$ cat src/rtl/srcq_pkg.sv
package srcq_pkg;

  // True when a source tag names an existing virtual queue.
  function automatic logic id_in_range(input int unsigned id, input int unsigned xpos);
    return (id >= 1) && (id < xpos);
  endfunction

  // Occupancy level at which backpressure is raised.
  function automatic int unsigned nf_threshold(input int unsigned nq,
                                               input int unsigned depth,
                                               input int unsigned margin);
    int unsigned cap;
    cap = nq * depth;
    return (margin >= cap) ? 0 : cap - margin;
  endfunction

  // Circular pointer advance for a ring of 'depth' slots.
  function automatic int unsigned ring_next(input int unsigned ptr, input int unsigned depth);
    return (ptr + 1 >= depth) ? 0 : ptr + 1;
  endfunction

endpackage

$ cat src/rtl/srcq_demux.sv
module srcq_demux
  import srcq_pkg::*;
#(
  parameter int XPOS = 5,
  parameter int ID_W = 3,
  localparam int NQ  = XPOS - 1
) (
  input  logic            clk,
  input  logic            rst_n,
  input  logic            in_valid,
  input  logic [ID_W-1:0] in_id,
  output logic [NQ-1:0]   wr_vec,
  output logic            bad_id
);

  for (genvar g = 0; g < NQ; g++) begin : g_dec
    assign wr_vec[g] = in_valid && (in_id == ID_W'(g + 1));
  end

  assign bad_id = in_valid && !id_in_range(int'(in_id), XPOS);

  assert_one_target_R1: assert property (@(posedge clk) disable iff (!rst_n)
    $onehot0(wr_vec));

  assert_bad_unrouted_R8: assert property (@(posedge clk) disable iff (!rst_n)
    bad_id |-> (wr_vec == '0));

  assert_valid_routed_R1: assert property (@(posedge clk) disable iff (!rst_n)
    (in_valid && !bad_id) |-> ($countones(wr_vec) == 1));

endmodule

$ cat src/rtl/srcq_vq.sv
module srcq_vq
  import srcq_pkg::*;
#(
  parameter int DEPTH  = 4,
  parameter int DATA_W = 16,
  localparam int PTR_W = (DEPTH > 1) ? $clog2(DEPTH) : 1,
  localparam int CNT_W = $clog2(DEPTH + 1)
) (
  input  logic              clk,
  input  logic              rst_n,
  input  logic              wr_en,
  input  logic [DATA_W-1:0] wr_data,
  input  logic              pop,
  output logic [DATA_W-1:0] head,
  output logic              nonempty,
  output logic              acc_wr,
  output logic              acc_pop,
  output logic [CNT_W-1:0]  cnt
);

  logic [DATA_W-1:0] mem [DEPTH];
  logic [PTR_W-1:0]  wr_ptr, rd_ptr;
  logic              full;

  assign full     = (cnt == CNT_W'(DEPTH));
  assign nonempty = (cnt != '0);
  assign acc_pop  = pop && nonempty;
  assign acc_wr   = wr_en && (!full || acc_pop);
  assign head     = mem[rd_ptr];

  always_ff @(posedge clk) begin
    if (!rst_n) begin
      wr_ptr <= '0;
      rd_ptr <= '0;
      cnt    <= '0;
    end else begin
      if (acc_wr)  wr_ptr <= PTR_W'(ring_next(int'(wr_ptr), DEPTH));
      if (acc_pop) rd_ptr <= PTR_W'(ring_next(int'(rd_ptr), DEPTH));
      case ({acc_wr, acc_pop})
        2'b10:   cnt <= cnt + CNT_W'(1);
        2'b01:   cnt <= cnt - CNT_W'(1);
        default: cnt <= cnt;
      endcase
    end
  end

  always_ff @(posedge clk) begin
    if (acc_wr) mem[wr_ptr] <= wr_data;
  end

  assert_no_overflow_R6: assert property (@(posedge clk) disable iff (!rst_n)
    cnt <= CNT_W'(DEPTH));

  assert_full_drop_R6: assert property (@(posedge clk) disable iff (!rst_n)
    (wr_en && full && !pop) |=> (cnt == CNT_W'(DEPTH)));

  assert_pop_shrinks_R4: assert property (@(posedge clk) disable iff (!rst_n)
    (pop && nonempty && !wr_en) |=> (cnt == $past(cnt) - CNT_W'(1)));

  assert_empty_pop_noop_R4: assert property (@(posedge clk) disable iff (!rst_n)
    (pop && !nonempty && !wr_en) |=> (cnt == '0));

  assert_wr_pop_hold_R5: assert property (@(posedge clk) disable iff (!rst_n)
    (wr_en && pop && nonempty) |=> (cnt == $past(cnt)));

  assert_empty_wr_pop_R5: assert property (@(posedge clk) disable iff (!rst_n)
    (wr_en && pop && !nonempty) |=> (cnt == CNT_W'(1)));

endmodule

$ cat src/rtl/srcq_occ.sv
module srcq_occ
  import srcq_pkg::*;
#(
  parameter int NQ        = 4,
  parameter int DEPTH     = 4,
  parameter int NF_MARGIN = 2,
  localparam int CAP      = NQ * DEPTH,
  localparam int TOT_W    = $clog2(CAP + 1),
  localparam int THRESH   = nf_threshold(NQ, DEPTH, NF_MARGIN)
) (
  input  logic             clk,
  input  logic             rst_n,
  input  logic [NQ-1:0]    acc_wr,
  input  logic [NQ-1:0]    acc_pop,
  output logic [TOT_W-1:0] total,
  output logic             nack_lo
);

  logic [TOT_W-1:0] n_wr, n_pop;

  always_comb begin
    n_wr  = '0;
    n_pop = '0;
    for (int q = 0; q < NQ; q++) begin
      n_wr  = n_wr  + TOT_W'(acc_wr[q]);
      n_pop = n_pop + TOT_W'(acc_pop[q]);
    end
  end

  always_ff @(posedge clk) begin
    if (!rst_n) total <= '0;
    else        total <= total + n_wr - n_pop;
  end

  assign nack_lo = (total >= TOT_W'(THRESH));

  assert_total_bound_R7: assert property (@(posedge clk) disable iff (!rst_n)
    total <= TOT_W'(CAP));

  assert_nack_rise_R7: assert property (@(posedge clk) disable iff (!rst_n)
    $rose(nack_lo) |-> ($past(n_wr) > $past(n_pop)));

endmodule

$ cat src/rtl/srcq_transit_buf.sv
module srcq_transit_buf
  import srcq_pkg::*;
#(
  parameter int XPOS      = 5,
  parameter int DEPTH     = 4,
  parameter int DATA_W    = 16,
  parameter int ID_W      = 3,
  parameter int NF_MARGIN = 2,
  localparam int NQ       = XPOS - 1,
  localparam int CNT_W    = $clog2(DEPTH + 1),
  localparam int TOT_W    = $clog2(NQ * DEPTH + 1)
) (
  input  logic                 clk,
  input  logic                 rst_n,
  input  logic                 in_valid,
  input  logic [ID_W-1:0]      in_id,
  input  logic [DATA_W-1:0]    in_data,
  input  logic [NQ-1:0]        pop,
  output logic [NQ-1:0]        req,
  output logic [NQ*DATA_W-1:0] head_data,
  output logic                 nack_lo,
  output logic                 id_err
);

  logic [NQ-1:0]       wr_vec;
  logic                bad_id;
  logic [NQ-1:0]       q_acc_wr, q_acc_pop;
  logic [CNT_W-1:0]    q_cnt [NQ];
  logic [TOT_W-1:0]    total;
  logic [TOT_W-1:0]    cnt_sum;

  srcq_demux #(.XPOS(XPOS), .ID_W(ID_W)) u_demux (
    .clk(clk), .rst_n(rst_n), .in_valid(in_valid), .in_id(in_id),
    .wr_vec(wr_vec), .bad_id(bad_id)
  );

  for (genvar q = 0; q < NQ; q++) begin : g_vq
    srcq_vq #(.DEPTH(DEPTH), .DATA_W(DATA_W)) u_vq (
      .clk(clk), .rst_n(rst_n),
      .wr_en(wr_vec[q]), .wr_data(in_data), .pop(pop[q]),
      .head(head_data[q*DATA_W +: DATA_W]), .nonempty(req[q]),
      .acc_wr(q_acc_wr[q]), .acc_pop(q_acc_pop[q]), .cnt(q_cnt[q])
    );
  end

  srcq_occ #(.NQ(NQ), .DEPTH(DEPTH), .NF_MARGIN(NF_MARGIN)) u_occ (
    .clk(clk), .rst_n(rst_n), .acc_wr(q_acc_wr), .acc_pop(q_acc_pop),
    .total(total), .nack_lo(nack_lo)
  );

  always_ff @(posedge clk) begin
    if (!rst_n) id_err <= 1'b0;
    else        id_err <= bad_id;
  end

  always_comb begin
    cnt_sum = '0;
    for (int q = 0; q < NQ; q++) cnt_sum = cnt_sum + TOT_W'(q_cnt[q]);
  end

  assert_total_matches_R7: assert property (@(posedge clk) disable iff (!rst_n)
    total == cnt_sum);

  assert_err_pulse_R8: assert property (@(posedge clk) disable iff (!rst_n)
    (in_valid && !id_in_range(int'(in_id), XPOS)) |=> id_err);

  assert_err_quiet_R8: assert property (@(posedge clk) disable iff (!rst_n)
    !(in_valid && !id_in_range(int'(in_id), XPOS)) |=> !id_err);

  assert_reset_clear_R9: assert property (@(posedge clk)
    !rst_n |=> (req == '0 && !id_err && !nack_lo));

endmodule

$ cat config.mk
export PLATFORM = sky130hd
export DESIGN_NAME = srcq_transit_buf
export DESIGN_NICKNAME = d
export VERILOG_FILES = /design/src/rtl/srcq_pkg.sv /design/src/rtl/srcq_demux.sv /design/src/rtl/srcq_vq.sv /design/src/rtl/srcq_occ.sv /design/src/rtl/srcq_transit_buf.sv
export SDC_FILE = /design/constraint.sdc
export NUM_CORES = 1
export LEC_CHECK = 0
export BUFFER_PORTS_ARGS = -buffer_cell sky130_fd_sc_hd__buf_2
export CAP_MARGIN = 10
export CORE_AREA = 2 2 157 159
export CTS_BUF_LIST = sky130_fd_sc_hd__clkbuf_4 sky130_fd_sc_hd__clkbuf_8 sky130_fd_sc_hd__clkbuf_16
export CTS_CLUSTER_DIAMETER = 200
export DETAILED_ROUTE_END_ITERATION = 12
export DIE_AREA = 0 0 159 161
export PLACE_DENSITY = 0.67
export SYNTH_ARGS = -nofsm -noshare
export SYNTH_HDL_FRONTEND = slang
export SYNTH_SLANG_ARGS = --single-unit
export TNS_END_PERCENT = 5
$ cat constraint.sdc
create_clock -name clk -period 8.65 [get_ports clk]
set_input_delay 0.4325 -clock clk [delete_from_list [all_inputs] [get_ports clk]]
set_output_delay 0.4325 -clock clk [all_outputs]
set_load 0.005 [all_outputs]
# ---- Word-level counts from Yosys, hierarchy flattened
# Memories as Yosys holds them, arrays and structs flattened. A register that Yosys moved wholly into a read port is not among the register bits.
# Index checks and enable logic that the tools add are counted.
dict set report word_totals {
  regBits 34
  latch_bits 0
  ram_bits 256
  romBits 0
  elab_cells 128
  memories 4
}
dict set report classes {
  n_addsub 24
  n_mul 0
  div 0
  magnitude_cmp 11
  n_eq_ne 16
  shift 0
  n_mux 28
  n_bitwise 0
  n_reduce_logical 31
}
# name words width rd rd_ports_with_merged_regs write_ports line
set mem_list {}
lappend mem_list {{g_vq[0].u_vq.mem} 4 16 1 1 1 srcq_vq.sv:21} ;# logic [DATA_W-1:0] mem [DEPTH];
lappend mem_list {{g_vq[1].u_vq.mem} 4 16 1 1 1 srcq_vq.sv:21}
lappend mem_list {{g_vq[2].u_vq.mem} 4 16 1 1 1 srcq_vq.sv:21}
lappend mem_list {{g_vq[3].u_vq.mem} 4 16 1 1 1 srcq_vq.sv:21}
# cell n
set ops {}
lappend ops {{$mux 2} 16}
lappend ops {{$add 2x1->3 const B} 8}
lappend ops {{$ge 3x3->1 const B} 8}
lappend ops {{$pmux 3 s2} 4}
lappend ops {{$add 5x1->5} 4}
lappend ops {{$eq 3x3->1 const B} 5}
lappend ops {{$logic_and 1x1->1} 14}
lappend ops {{$add 3x1->3 const B} 4}
lappend ops {{$reduce_bool 3->1} 4}
lappend ops {{$sub 3x1->3 const B} 4}
lappend ops {{$eq 2x1->1 const B} 4}
lappend ops {{$eq 2x2->1 const B} 4}
lappend ops {{$mux 1} 8}
lappend ops {{$reduce_bool 2->1} 4}
lappend ops {{$eq 3x2->1 const B} 2}
lappend ops {{$add 5x5->5} 1}
lappend ops {{$ge 5x4->1 const B} 1}
lappend ops {{$logic_not 1->1} 5}
lappend ops {{$sub 5x5->5} 1}
lappend ops {{$add 1x1->2} 2}
lappend ops {{$logic_or 1x1->1} 4}
lappend ops {{$eq 3x1->1 const B} 1}
lappend ops {{$ge 3x1->1 const B} 1}
lappend ops {{$lt 3x3->1 const B} 1}

# ---- Logic depth before layout (Yosys ltp)
dict set report depth {
  depth_word 9
  mapped_depth 14
  depth_no_buf 14
}

# ---- Cells and area by module
# From an unflattened synthesis, not the netlist that was laid out.
dict set report unflattened {
  cells_unflattened 648
  area_unflattened_um2 12007.8
}
# module n_inst cells_per_inst area_per_inst_um2
set modules_own_cells {}
lappend modules_own_cells {{srcq_vq at g_vq[1].u_vq ...} 3 150 2884.0}
lappend modules_own_cells {{srcq_vq at g_vq[0].u_vq} 1 140 2812.7}
lappend modules_own_cells {srcq_occ 1 48 456.7}
lappend modules_own_cells {srcq_demux 1 8 60.1}
lappend modules_own_cells {srcq_transit_buf 1 2 26.3}

# ---- Worst setup path after synthesis
# OpenSTA, ideal clock, no wires.
dict set report synth_timing {
  path_kind {input-to-reg}
  startpoint {input port pop[0]}
  endpoint {register u_occ.total[3]}
  t_arrival_ps 3326
  required_ps 8535
  setup_slack_ps 5209
  cell_stages 13
  path_cell_list {nor4b_1 > nor2_1 > ha_1 > fa_1 > inv_1 > ha_1 > inv_1 > fa_1 > ha_1 > inv_1 > fa_1 > xnor2_1 > and2_1}
}
dict set report synth_via {
  elab_chain_cells 8
  word_cells_on_any_way 11
  classes_between {add/sub: 8; reduce/logical: 3}
}
# element line
set synth_rtl {}
lappend synth_rtl {{start, declared} srcq_transit_buf.sv:18} ;# input logic [NQ-1:0] pop,
lappend synth_rtl {{$logic_and 1x1->1} srcq_vq.sv:27} ;# assign acc_pop = pop && nonempty;
lappend synth_rtl {{$logic_or 1x1->1} srcq_vq.sv:28} ;# assign acc_wr = wr_en && (!full || acc_pop);
lappend synth_rtl {{$logic_and 1x1->1} srcq_vq.sv:28}
lappend synth_rtl {{named net g_vq[0].u_vq.acc_wr} srcq_vq.sv:16} ;# output logic acc_wr,
lappend synth_rtl {{$add 1x1->2} srcq_occ.sv:25} ;# n_wr = n_wr + TOT_W'(acc_wr[q]);
lappend synth_rtl {{$add 5x1->5 (2 in a row)} srcq_occ.sv:25}
lappend synth_rtl {{$add 5x5->5} srcq_occ.sv:32} ;# else total <= total + n_wr - n_pop;
lappend synth_rtl {{$sub 5x5->5} srcq_occ.sv:32}
lappend synth_rtl {{end signal, assigned} srcq_occ.sv:32}
lappend synth_rtl {{end, declared} srcq_occ.sv:15} ;# output logic [TOT_W-1:0] total,
# The timed path passes the listed nets, and every way through them passes these cells.
# A chain may end at the register's enable or synchronous reset.

# ---- Worst setup path after layout
dict set report layout_timing {
  startpoint {register g_vq[0].u_vq.cnt[0]}
  endpoint {register u_occ.total[3]}
}
dict set report layout_via {
  elab_chain_cells 9
  word_cells_on_any_way 14
  classes_between {add/sub: 8; eq/ne: 1; reduce/logical: 5}
}
# element line
set layout_rtl {}
lappend layout_rtl {{start, declared} srcq_vq.sv:18} ;# output logic [CNT_W-1:0] cnt
lappend layout_rtl {{start signal, assigned} srcq_vq.sv:40} ;# 2'b10: cnt <= cnt + CNT_W'(1);
lappend layout_rtl {{start signal, assigned} srcq_vq.sv:41} ;# 2'b01: cnt <= cnt - CNT_W'(1);
lappend layout_rtl {{start signal, assigned} srcq_vq.sv:42} ;# default: cnt <= cnt;
lappend layout_rtl {{$eq 3x3->1 or $reduce_bool 3->1 (tied branches)} {srcq_vq.sv:25, srcq_vq.sv:26}}
lappend layout_rtl {{$logic_not 1->1 or $logic_and 1x1->1 (tied branches)} {srcq_vq.sv:28, srcq_vq.sv:27}}
lappend layout_rtl {{$logic_or 1x1->1 *} srcq_vq.sv:28}
lappend layout_rtl {{$logic_and 1x1->1 *} srcq_vq.sv:28}
lappend layout_rtl {{named net g_vq[0].u_vq.acc_wr} srcq_vq.sv:16}
lappend layout_rtl {{$add 1x1->2 *} srcq_occ.sv:25}
lappend layout_rtl {{$add 5x1->5 * (2 in a row)} srcq_occ.sv:25}
lappend layout_rtl {{$add 5x5->5 *} srcq_occ.sv:32}
lappend layout_rtl {{$sub 5x5->5 *} srcq_occ.sv:32}
# Mark *: on every way through the listed nets, which the timed path passes. The rest lies on a longest branch.

==> run metrics <==
n_diodes=0; Core ar.=0.02396 mm²; Net Sw Frac=between 20% and 30%; setup TNS=0 ns; layout cells sized above 1=a little under 30%; CTS tree=built; peak supply drop=0.0001660 V; worst slew pin tran=1.095 ns; GRT Overall Usage=between 10% and 20%; wire per inst=19.60 µm; dpl hpwl=~14 mm; reg2reg path depth=13; result of the run=completed; vias in the first global route=6075; largest net degree at the start of global routing=39; R2R Setup Slk=4.86 ns; Setup crit end kind=flop; vias=around 5700; post-synthesis sequential area ratio=72.65%; leading cell type in the layout, fill and taps excluded=edfxtp_1; Hold Buf Count CTS=0; latest clock arrival within the worst-skew pair=0.56 ns; internal cell power=about 2.5 mW; Slew headroom=26.89%; setup bufs post-CTS=0; commonest non-fill, non-tap cells in the layout=256 x edfxtp_1, 95 x buf_2, 64 x mux4_2; MaxCap Viol Count=0; Initial Util=48.99%; Synth cell types=37; Via density=5.326; Placer Congestion=0.7759; Layout Nets=781; post-synthesis register bit count=298; RSZ-0062 raised after global routing=false; antenna violations before repair=0; reg2reg start=g_vq[0].u_vq.cnt[0]; Die Area=0.02560 mm²; Resize count post-CTS=0; Arrival @ worst endpoint=4.23 ns; DP Area=around 0.012 mm²; total grt overflow=0; final worst path period share=43.84%; die height=about 160 µm; Worst-path clk slew=0.06 ns; Fmax=0.2637 GHz; CP Capture Point=u_occ.total[3]; synthesized cell area=roughly 0.012 mm²; Logic pwr share=about a tenth; YS warnings=0; row cnt=57; overall power=3.264 mW; Avg Inst Size Synth=19.21 µm²; drt pass-1 iters=6; H-tree depth=1; CP startpoint=g_vq[0].u_vq.cnt[0]; post-synthesis cell count=611; Reg power frac=49.8%; endpoints failing setup=0; pins over their slew limit=0; post-layout min period=approximately 3.8 ns; RR Endpoint=u_occ.total[3]; Top Ports=96; Area Growth Syn to Fin=15.39%; CTS buffer count=30; clock sinks=298; critical path class=flop to flop; Async S/R FF share, synth=0%; first-pass GRT wire length=~33 mm; ys flop type=edfxtp_1; PortBufs=95; number of flops mapped to enable cells by yosys=256; DRC Markers=0; Chip Width=159 µm; Power Density=~240 mW/mm²; WL final=20.79 mm; Final Hold Fails=0; post-route cell area=0.01355 mm²; startpoint types=flop; CP required=9.09 ns; initial DRC count=313; crit-path max FO=8; P_leak=4.593 nW; Clock Skew=0.02238 ns; Root Driver=clkbuf_16; Synth Net Count=678; worst min path class=primary input to flop; ANT nets after route=0; Max Buffers Root-to-Sink=3; NetSw=0.7359 mW; power share of the clock group=between 30 and 40%
==> registers in the layout (all words and copies together), names as in the netlist, named ones only <==
signal            count
id_err                1
u_occ.total           5
g_vq.u_vq.wr_ptr      8
g_vq.u_vq.rd_ptr      8
g_vq.u_vq.cnt        12
g_vq.u_vq.mem       256
==> through the flow <==
stage,std cells,setup WS (ns),hold slack (ns),util [%]
final,1061,4.858,0.1665,56.53
after CTS,1060,4.884,0.1519,56.41
after floorplan,611,5.209,0.4633,-
after global placement,1005,4.910,0.4768,52.16
after global routing,1061,4.627,0.1865,56.53
after detailed placement,1005,4.723,0.4990,52.16
==> power groups by stage <==
stage	Sequential, mW	Clock [mW]	Combinational [mW]
2_1_floorplan	1.63	0	0.244
3_3_place_gp	1.66	0	0.303
3_5_place_dp	1.66	0	0.330
4_1_cts	1.63	1.32	0.333
5_1_grt	1.63	1.37	0.382
6_report	1.63	1.30	0.338
==> logic make-up after synthesis <==
logic type,count (synthesis),share of synthesized area [%]
simple gates,91,4.466
buf+inv,65,2.302
fa+ha+maj,41,5.010
mux,70,12.79
xor+xnor,10,0.7461
compound gates,36,2.036
flops,298,72.65
==> cell type report <==
class / instances / area [µm²]
clock buffer: 33 / 773.2
clock inverter: 22 / 245.2
fill: 1853 / 10420
inverter: 40 / 150.1
multi-input combinational: 248 / 2940
sequential: 298 / 8528
tap: 324 / 405.4
timing repair buffer: 96 / 503.0
==> critical path, stage by stage, from the launching register on <==
cell and delay, ns:
dfxtp_1 0.34, nor4b_1 0.49, nor2_1 0.23, ha_1 0.27
fa_1 0.49, inv_1 0.05, ha_1 0.26, inv_1 0.05
fa_1 0.55, ha_1 0.20, inv_1 0.07, fa_1 0.37
xnor2_1 0.16, and2_1 0.17
==> cells in the mapped netlist (2+ instances only) <==
library cell | n | area, µm²
or3_1 | 11 | 68.82
xnor2_1 | 5 | 43.79
nor4b_1 | 4 | 35.03
nand3_1 | 5 | 25.02
nand2_1 | 21 | 78.83
and3_1 | 2 | 12.51
dfxtp_1 | 42 | 840.8
mux4_2 | 64 | 1441
buf_2 | 9 | 45.04
a21boi_0 | 15 | 112.6
edfxtp_1 | 256 | 7687
nand4bb_1 | 2 | 22.52
a21oi_1 | 4 | 20.02
inv_1 | 40 | 150.1
mux2i_1 | 6 | 60.06
ha_1 | 31 | 387.9
nor2b_1 | 6 | 37.54
xor2_1 | 5 | 43.79
buf_4 | 4 | 30.03
nor2_1 | 7 | 26.28
fa_1 | 10 | 200.2
clkbuf_1 | 12 | 45.04
o21ai_0 | 11 | 55.05
and2_1 | 26 | 162.7
==> routing by layer <==
metal | track usage (%) | wire length (µm) | up-vias
met3 | 2.825 | 1020 | 41
li1 | - | - | 2569
met2 | 28.81 | 10610 | 157
met4 | 5.000 | 586 | 0
met5 | 0 | 0 | -
met1 | 22.33 | 8576 | 2884
==> worst min path at each step <==
| stage | startpoint | end | slack (ns) | cells after the start |
|---|---|---|---|---|
| after floorplan | g_vq[1].u_vq.rd_ptr[1] | flop | 0.46 | 2 |
| after global placement | g_vq[1].u_vq.rd_ptr[1] | g_vq[1].u_vq.rd_ptr[1] | 0.48 | 2 |
| after detailed placement | g_vq[1].u_vq.rd_ptr[1] | g_vq[1].u_vq.rd_ptr[1] | 0.50 | 2 |
| after CTS | in_valid | id_err | 0.15 | 2 |
| after global routing | in_valid | id_err | 0.19 | 2 |
| final | in_valid | id_err | 0.17 | 2 |
(Power assumes the default switching activity.)
